===== src/rtl/scan_cfg_pkg.sv =====
package scan_cfg_pkg;
  localparam int LAT_W = 4;
  typedef logic [LAT_W-1:0] lat_t;
endpackage


===== src/rtl/scan_cfg_rst_sync.sv =====
module scan_cfg_rst_sync (
  input  logic clk,
  input  logic rst_n,
  output logic rst_q_n
);
  logic [1:0] sync_q;

  always_ff @(posedge clk or negedge rst_n) begin
    if (!rst_n) sync_q <= 2'b00;
    else        sync_q <= {sync_q[0], 1'b1};
  end

  assign rst_q_n = sync_q[1];
endmodule


===== src/rtl/scan_cfg_shift_bank.sv =====
module scan_cfg_shift_bank #(
  parameter int LEN = 144
) (
  input  logic           clk,
  input  logic           rst_n,
  input  logic           shift_en,
  input  logic           ser_in,
  output logic [LEN-1:0] bits,
  output logic           ser_out
);
  logic [LEN-1:0] sr_q, sr_d;

  // next-state: move toward the output end, new bit at stage 0
  always_comb begin
    sr_d = {sr_q[LEN-2:0], ser_in};
  end

  always_ff @(posedge clk or negedge rst_n) begin
    if (!rst_n)        sr_q <= '0;
    else if (shift_en) sr_q <= sr_d;
  end

  assign bits    = sr_q;
  assign ser_out = sr_q[LEN-1];

  AST_SHIFT_HOLD: assert property (@(posedge clk) disable iff (!rst_n)
    !shift_en |=> $stable(sr_q));
  AST_OUT_FOLLOWS: assert property (@(posedge clk) disable iff (!rst_n)
    shift_en |=> ser_out == $past(sr_q[LEN-2]));
endmodule


===== src/rtl/scan_cfg_field_commit.sv =====
module scan_cfg_field_commit import scan_cfg_pkg::*; #(
  parameter int           W    = 18,
  parameter lat_t         LAT  = lat_t'(1),
  parameter logic [W-1:0] INIT = '0
) (
  input  logic         clk,
  input  logic         rst_n,
  input  logic         start,
  input  logic [W-1:0] cap_val,
  output logic [W-1:0] field,
  output logic         pend
);
  logic         pend_q, pend_d;
  lat_t         cnt_q, cnt_d;
  logic [W-1:0] val_q;
  logic         commit;

  always_comb begin
    pend_d = pend_q;
    cnt_d  = cnt_q;
    commit = pend_q && (cnt_q == '0);
    if (start) begin
      pend_d = 1'b1;
      cnt_d  = lat_t'(LAT - 1'b1);
    end else if (pend_q) begin
      if (cnt_q == '0) pend_d = 1'b0;
      else             cnt_d  = cnt_q - 1'b1;
    end
  end

  always_ff @(posedge clk or negedge rst_n) begin
    if (!rst_n) begin
      pend_q <= 1'b0;
      cnt_q  <= '0;
    end else begin
      pend_q <= pend_d;
      cnt_q  <= cnt_d;
    end
  end

  always_ff @(posedge clk or negedge rst_n) begin
    if (!rst_n)      val_q <= INIT;
    else if (commit) val_q <= cap_val;
  end

  assign field = val_q;
  assign pend  = pend_q;

  AST_FIELD_HOLD: assert property (@(posedge clk) disable iff (!rst_n)
    !pend_q |=> $stable(val_q));
  AST_START_ARMS: assert property (@(posedge clk) disable iff (!rst_n)
    start |=> pend_q);
endmodule


===== src/rtl/scan_cfg_chain.sv =====
module scan_cfg_chain import scan_cfg_pkg::*; #(
  parameter int                       NUM_OUT    = 5,
  parameter int                       FIELD_W    = 18,
  parameter logic [LAT_W*(NUM_OUT+3)-1:0] FIELD_LAT = 32'h8765_4321,
  parameter logic [FIELD_W-1:0]       FIELD_INIT = FIELD_W'(17)
) (
  input  logic                       scan_clk,
  input  logic                       rst_n,
  input  logic                       shift_en,
  input  logic                       ser_in,
  input  logic                       update_req,
  output logic                       ser_out,
  output logic                       busy,
  output logic [NUM_OUT*FIELD_W-1:0] out_div,
  output logic [FIELD_W-1:0]         fb_div,
  output logic [FIELD_W-1:0]         in_div,
  output logic [FIELD_W-1:0]         loop_cfg
);
  localparam int NUM_FIELDS = NUM_OUT + 3;
  localparam int CHAIN_LEN  = NUM_FIELDS * FIELD_W;
  localparam int FB_LO      = NUM_OUT * FIELD_W;
  localparam int IN_LO      = FB_LO + FIELD_W;
  localparam int LOOP_LO    = IN_LO + FIELD_W;

  logic                  rst_q_n;
  logic [CHAIN_LEN-1:0]  sr_bits;
  logic [CHAIN_LEN-1:0]  cap_q;
  logic [CHAIN_LEN-1:0]  active;
  logic [NUM_FIELDS-1:0] pend;
  logic                  upd_q;
  logic                  busy_q, busy_d;
  logic                  start;

  scan_cfg_rst_sync u_rst (
    .clk    (scan_clk),
    .rst_n  (rst_n),
    .rst_q_n(rst_q_n)
  );

  scan_cfg_shift_bank #(.LEN(CHAIN_LEN)) u_shift (
    .clk     (scan_clk),
    .rst_n   (rst_q_n),
    .shift_en(shift_en),
    .ser_in  (ser_in),
    .bits    (sr_bits),
    .ser_out (ser_out)
  );

  always_comb begin
    start  = update_req && !upd_q && !busy_q;
    busy_d = busy_q;
    if (start)                 busy_d = 1'b1;
    else if (busy_q && !(|pend)) busy_d = 1'b0;
  end

  always_ff @(posedge scan_clk or negedge rst_q_n) begin
    if (!rst_q_n) begin
      upd_q  <= 1'b0;
      busy_q <= 1'b0;
    end else begin
      upd_q  <= update_req;
      busy_q <= busy_d;
    end
  end

  always_ff @(posedge scan_clk or negedge rst_q_n) begin
    if (!rst_q_n)   cap_q <= '0;
    else if (start) cap_q <= sr_bits;
  end

  for (genvar gi = 0; gi < NUM_FIELDS; gi++) begin : g_field
    scan_cfg_field_commit #(
      .W   (FIELD_W),
      .LAT (lat_t'(FIELD_LAT[gi*LAT_W +: LAT_W])),
      .INIT(FIELD_INIT)
    ) u_field (
      .clk    (scan_clk),
      .rst_n  (rst_q_n),
      .start  (start),
      .cap_val(cap_q[gi*FIELD_W +: FIELD_W]),
      .field  (active[gi*FIELD_W +: FIELD_W]),
      .pend   (pend[gi])
    );
  end

  assign busy     = busy_q;
  assign out_div  = active[FB_LO-1:0];
  assign fb_div   = active[FB_LO +: FIELD_W];
  assign in_div   = active[IN_LO +: FIELD_W];
  assign loop_cfg = active[LOOP_LO +: FIELD_W];

  AST_BUSY_ON_START: assert property (@(posedge scan_clk) disable iff (!rst_q_n)
    ($rose(update_req) && !busy_q) |=> busy_q);
  AST_PEND_COVERED: assert property (@(posedge scan_clk) disable iff (!rst_q_n)
    (|pend) |-> busy_q);
  AST_IGNORE_BUSY: assert property (@(posedge scan_clk) disable iff (!rst_q_n)
    (busy_q && $rose(update_req)) |=> $stable(cap_q));
endmodule


===== config.mk =====
export PLATFORM = sky130hd
export DESIGN_NAME = scan_cfg_chain
export DESIGN_NICKNAME = d
export VERILOG_FILES = /design/src/rtl/scan_cfg_pkg.sv /design/src/rtl/scan_cfg_rst_sync.sv /design/src/rtl/scan_cfg_shift_bank.sv /design/src/rtl/scan_cfg_field_commit.sv /design/src/rtl/scan_cfg_chain.sv
export SDC_FILE = /design/constraint.sdc
export NUM_CORES = 1
export LEC_CHECK = 0
export ABC_CLOCK_PERIOD_IN_PS = 15200
export CORE_AREA = 4 4 185 187
export DETAILED_ROUTE_END_ITERATION = 6
export DIE_AREA = 0 0 189 191
export DONT_BUFFER_PORTS = 1
export HOLD_SLACK_MARGIN = 0.02
export PLACE_DENSITY = 0.78
export RECOVER_POWER = 100
export SLEW_MARGIN = 20
export SYNTH_ARGS = -nofsm -noshare
export SYNTH_HDL_FRONTEND = slang
export SYNTH_SLANG_ARGS = --single-unit

===== constraint.sdc =====
create_clock -name scan_clk -period 15.2 [get_ports scan_clk]
set_clock_uncertainty 0.2 [all_clocks]
set_input_delay 1.52 -clock scan_clk [delete_from_list [all_inputs] [get_ports scan_clk]]
set_output_delay 1.52 -clock scan_clk [all_outputs]
set_load 0.005 [all_outputs]

Word-level counts from Yosys, hierarchy flattened
Index checks and enable logic that the tools add are counted.

Register bits after elaboration: 476. Input port bits: 5. Output and inout port bits: 146. Logic and storage cells: 135.

$add $sub $neg: 8. Equality and inequality tests: 8. Mux-type cells: 50. Reduce and logical (&&, ||, !) cells: 40.

Operators by type and width (number): $mux 4 (24); $logic_not 4->1 (8); $sub 4x1->4 const B (8); $mux 1 (26); $reduce_bool 2->1 (9); $reduce_and 2->1 (8); $ne 2x2->1 const B (7); $logic_and 1x1->1 (11); $reduce_or 8->1 (1); $logic_not 1->1 (3); $ne 2x1->1 const B (1).

Longest topological paths before layout
Depth after elaboration: 5. Mapped depth: 7.

Hierarchy
Synthesis repeated with hierarchy kept, for this count alone.

Cell total of the unflattened synthesis: 1127. Area total of the unflattened synthesis: 19243.5 um^2.

Modules (own cells, without submodules): scan_cfg_chain (times used 1, cells each 311, area an instance 5666.7 um^2, sequential area each 3653.5 um^2); scan_cfg_shift_bank (times used 1, cells each 305, area an instance 5587.9 um^2, sequential area each 3603.5 um^2); scan_cfg_field_commit at g_field[4].u_field ... (times used 2, cells each 62, area an instance 979.7 um^2, sequential area each 578.1 um^2); scan_cfg_field_commit at g_field[2].u_field (times used 1, cells each 65, area an instance 1008.5 um^2, sequential area each 578.1 um^2); scan_cfg_field_commit at g_field[0].u_field (times used 1, cells each 65, area an instance 1007.2 um^2, sequential area each 578.1 um^2); scan_cfg_field_commit at g_field[1].u_field (times used 1, cells each 65, area an instance 1006.0 um^2, sequential area each 578.1 um^2); scan_cfg_field_commit at g_field[3].u_field (times used 1, cells each 65, area an instance 1004.7 um^2, sequential area each 578.1 um^2); scan_cfg_field_commit at g_field[6].u_field (times used 1, cells each 62, area an instance 975.9 um^2, sequential area each 578.1 um^2); scan_cfg_field_commit at g_field[5].u_field (times used 1, cells each 62, area an instance 973.4 um^2, sequential area each 578.1 um^2); scan_cfg_rst_sync (times used 1, cells each 3, area an instance 53.8 um^2, sequential area each 50.0 um^2).

Worst setup path before layout
No wires, ideal clock.

Kind: input -> register. Start: input port shift_en. End: register u_shift.sr_q[100], in the netlist u_shift.bits[100]. Setup time: 125 ps. Arrival time: 2394 ps. Required time: 14875 ps. Setup slack: 12481 ps. Stages: 4. Path buffers: 3. Cells stage by stage: buf_2 > buf_2 > buf_2 > mux2_2.

RTL lines: start: declaration (RTL line scan_cfg_chain.sv:9) `input logic shift_en,`; end signal: assignment (RTL line scan_cfg_shift_bank.sv:20) `else if (shift_en) sr_q <= sr_d;`; end: declaration (RTL line scan_cfg_shift_bank.sv:11) `logic [LEN-1:0] sr_q, sr_d;`.

No word-level cell between the ends.

Final worst setup path
Start: input port update_req. End: register g_field[7].u_field.cnt_q[1].

Longest elaborated chain between the ends: 4.

Ends and longest elaborated chain: start: declaration (RTL line scan_cfg_chain.sv:11) `input logic update_req,`; $logic_and 1x1->1 * (2 in a row) (RTL line scan_cfg_chain.sv:50) `start = update_req && !upd_q && !busy_q;`; $ne 2x2->1 (no source line) / $reduce_bool 2->1 (equally long branches); $reduce_and 2->1 (no source line); end signal: assignment (RTL line scan_cfg_field_commit.sv:37) `cnt_q <= cnt_d;`; end: declaration (RTL line scan_cfg_field_commit.sv:14) `lat_t cnt_q, cnt_d;`.

Mark *: on every way between the ends. The rest lies on a longest branch, timed or not. A chain may end at the register's enable or synchronous reset.

==> results.md <==
- DIE AREA: 36,100 um^2
- Antenna violations before repair: 0
- Area grow syn2layout: 9.799%
- Pin count of the biggest net entering global routing: 166
- Critical Path AT: 7.57 ns
- Critical path launch point: update_req
- Failing checks: capacitance limit, slew limit
- Yosys warnings: 0
- Hold crit path type: reg2reg
- Critical Path RT: 15.22 ns
- Die H: 191 um
- Register area share after synthesis: 64.84%
- Drt via density: 5.297
- Synth async-reset ratio: 100.0%
- DIE WIDTH: 189 um
- Hold slack: 0.1604 ns
- Pleak: 10.53 nW
- Total CTS buffers: 48
- Reg clk slew, reported paths: 0.06 ns
- Setup CP Type: in2reg
- Post-route core utilization: 62.25%
- Crit path cell chain: or3b_1 > clkbuf_1 > and4_2 > a31oi_1
- Max-Slew Margin vs Limit: -215.1%
- Core area: 32,450 um^2
- Max H-tree Level: 2
- Net Count, Synth: 1,453
- Max Freq: 132.6 MHz
- Drt total wl: 31,280 um
- Layout cells sized above 1: 25.87%
- CTS root buffer: clkbuf_16
- Post-layout min period: 7.543 ns
- Post-synthesis cell type count: 38
- Netlist Area Pre-Place: 18,400 um^2
- TritonRoute pass-1 iters: 5
- CTS tree: yes
- DR iter-0 viols: 426
- Cells after synthesis: 1,436
- CTS Buffer Depth: 3
- Post CTS Setup Buffer Count: 0
- Antenna diodes: 0
- Crit share post-route: 49.63%
- CP endpoint kind: flip-flop
- Post-synth top flop: dfrtp_1
- R2r startpoint: u_rst.sync_q[1]
- Final Setup Violations: 0
- Post-synth EDFFs: 0
- Dpl hpwl: 18,080 um
- Power per cell area: 151.9 nW/um^2
- Vias in the first global route: 10,650
- I/O pins: 151
- Hold_buf cts: 0
- Std cell rows: 66
- Wire per inst: 16.33 um
- Post-synthesis register bit count: 476
- Mean Syn Cell Area: 12.81 um^2
- Actual slew at the worst max-slew pin: 4.726 ns
- Peak VDD IR: 92.58 uV
- First-pass GRT wire length: 53,520 um
- Nature of the critical path startpoint: input pin
- Run status: finished with violations
- Global placement routability congestion: 0.7398
- Via count: 10,140
- CTS resizes: 0
- Gr ovfl total: 0
- Starting Density: 56.70%
- Max-slew violations: 642
- Worst Path Max Fanout: 106
- Hold Startpoint: u_rst.sync_q[0]
- Setup TNS: 0 ns
- Critical path's largest stage delay: 3.43 ns
- # fillers: 2,382
- Clk sinks: 476
- ANT nets after route: 0
- Clock Latency Late Sink: 0.55 ns
- Nets: 1,451
- Total Routing Usage GR: 17.61%
- Port bufs: 0
- Drc violations: 0
- Slowest library cell on the worst path: clkbuf_1
- Endpoints failing hold: 0
- Max-cap viol count: 11
- RSZ-0062 raised after global routing: false
[logic make-up (layout without fill, tap and decap cells)]
family / Yosys count / after routing / synth area share (%)
other: 1 / 1 / 0.02038
DFF: 476 / 476 / 64.84
buffers and inverters: 83 / 120 / 2.468
AOI/OAI and AO/OA: 19 / 19 / 0.6324
and+or+nand+nor: 540 / 540 / 12.24
adders and majority gates: 12 / 12 / 0.8160
muxes: 305 / 305 / 18.98
[critical path, delay by kind of cell]
family	cells	cell delay, ns
AND/OR/NAND/NOR	2	2.52
buffers and inverters	1	3.43
AO/OA/AOI/OAI	1	0.05
[final cells by class]
| cell class | instances | area, um^2 | share of cell area (%) |
|---|---|---|---|
| Clock buffer | 72 | 1421 | 7.035 |
| Clock inverter | 17 | 165.2 | 0.8175 |
| Inverter | 17 | 63.81 | 0.3158 |
| Multi-Input combinational cell | 877 | 5976 | 29.58 |
| Sequential cell | 476 | 11930 | 59.06 |
| Tap cell | 442 | 553.0 | 2.737 |
| Timing Repair Buffer | 14 | 92.59 | 0.4583 |
[registers in the layout, summed over array words and instances, names as in the netlist]
| signal | cells |
|---|---|
| u_rst.sync_q | 2 |
| g_field.u_field.pend | 8 |
| cap_q | 144 |
| u_shift.bits | 144 |
| g_field.u_field.cnt_q | 32 |
| upd_q | 1 |
| busy | 1 |
| g_field.u_field.field | 144 |
[layer usage]
metal,vias to the layer above,GRT usage [%],part of all wire [%]
li1,4738,-,-
met1,5170,23.68,44
met2,172,28.81,48
met3,63,4.310,5.2
met4,0,5.381,2.5
met5,-,0,0
[stage by stage]
stage	setup WS (ns)	instances	cell area, um^2	power [mW]
after global routing	6.201	1915	20200	3.231
after floorplan	0.7786	1436	18400	1.855
after detailed placement	11.03	1825	18730	1.952
after global placement	11.05	1825	18730	1.921
final	7.657	1915	20200	3.069
after CTS	11.60	1914	20320	3.128
[layout by cell type, fill, tap and decap left out, drive strengths merged, types with 3 or more instances in the layout]
cell type  instances
nor3               3
nor3b              5
o21ai              6
nand3              3
inv               20
clkinv            12
clkbuf            84
a21oi              6
nand2            471
and4               3
or3b               9
mux2i             14
a31oi              3
ha                12
dfstp             16
nand4b             3
nor4b              8
and3               4
mux2             291
nand2b             3
nor2              24
dfrtp            460
[cell usage after synthesis (all sizes together), types with 3 or more instances]
master,number,share of area [%]
nand2,471,9.6
dfrtp,460,63
mux2,291,18
buf,55,1.9
nor2,24,0.49
inv,17,0.35
dfstp,16,2.3
mux2i,14,0.76
ha,12,0.82
clkbuf,11,0.22
or3b,9,0.43
nor4b,8,0.38
a21oi,6,0.16
o21ai,6,0.16
nor3b,5,0.23
and3,4,0.14
a31oi,3,0.10
and4,3,0.15
nand2b,3,0.10
nand3,3,0.082
nand4b,3,0.14
nor3,3,0.27
[power by group]
part	switching (mW)	total, mW	internal (mW)
clock network	0.477	1.16	0.684
logic	0.198	0.378	0.180
registers	0.117	1.53	1.41
total	0.793	3.07	2.28
[path summary, 6_finish.rpt]
| kind | to | cells after the start | slack, ns |
|---|---|---|---|
| setup / recovery | g_field[7].u_field.cnt_q[1] | 4 | 7.66 |
| hold / removal | u_rst.sync_q[1] | 0 | 0.16 |
| setup reg to reg | g_field[6].u_field.field[17] | 2 | 7.74 |
| hold reg to reg | u_rst.sync_q[1] | 0 | 0.16 |
| max in group asynchronous | g_field[6].u_field.field[17] | 2 | 7.74 |
| min in group asynchronous | u_rst.sync_q[1] | 0 | 0.46 |
Power figures use the tool's default switching activity.
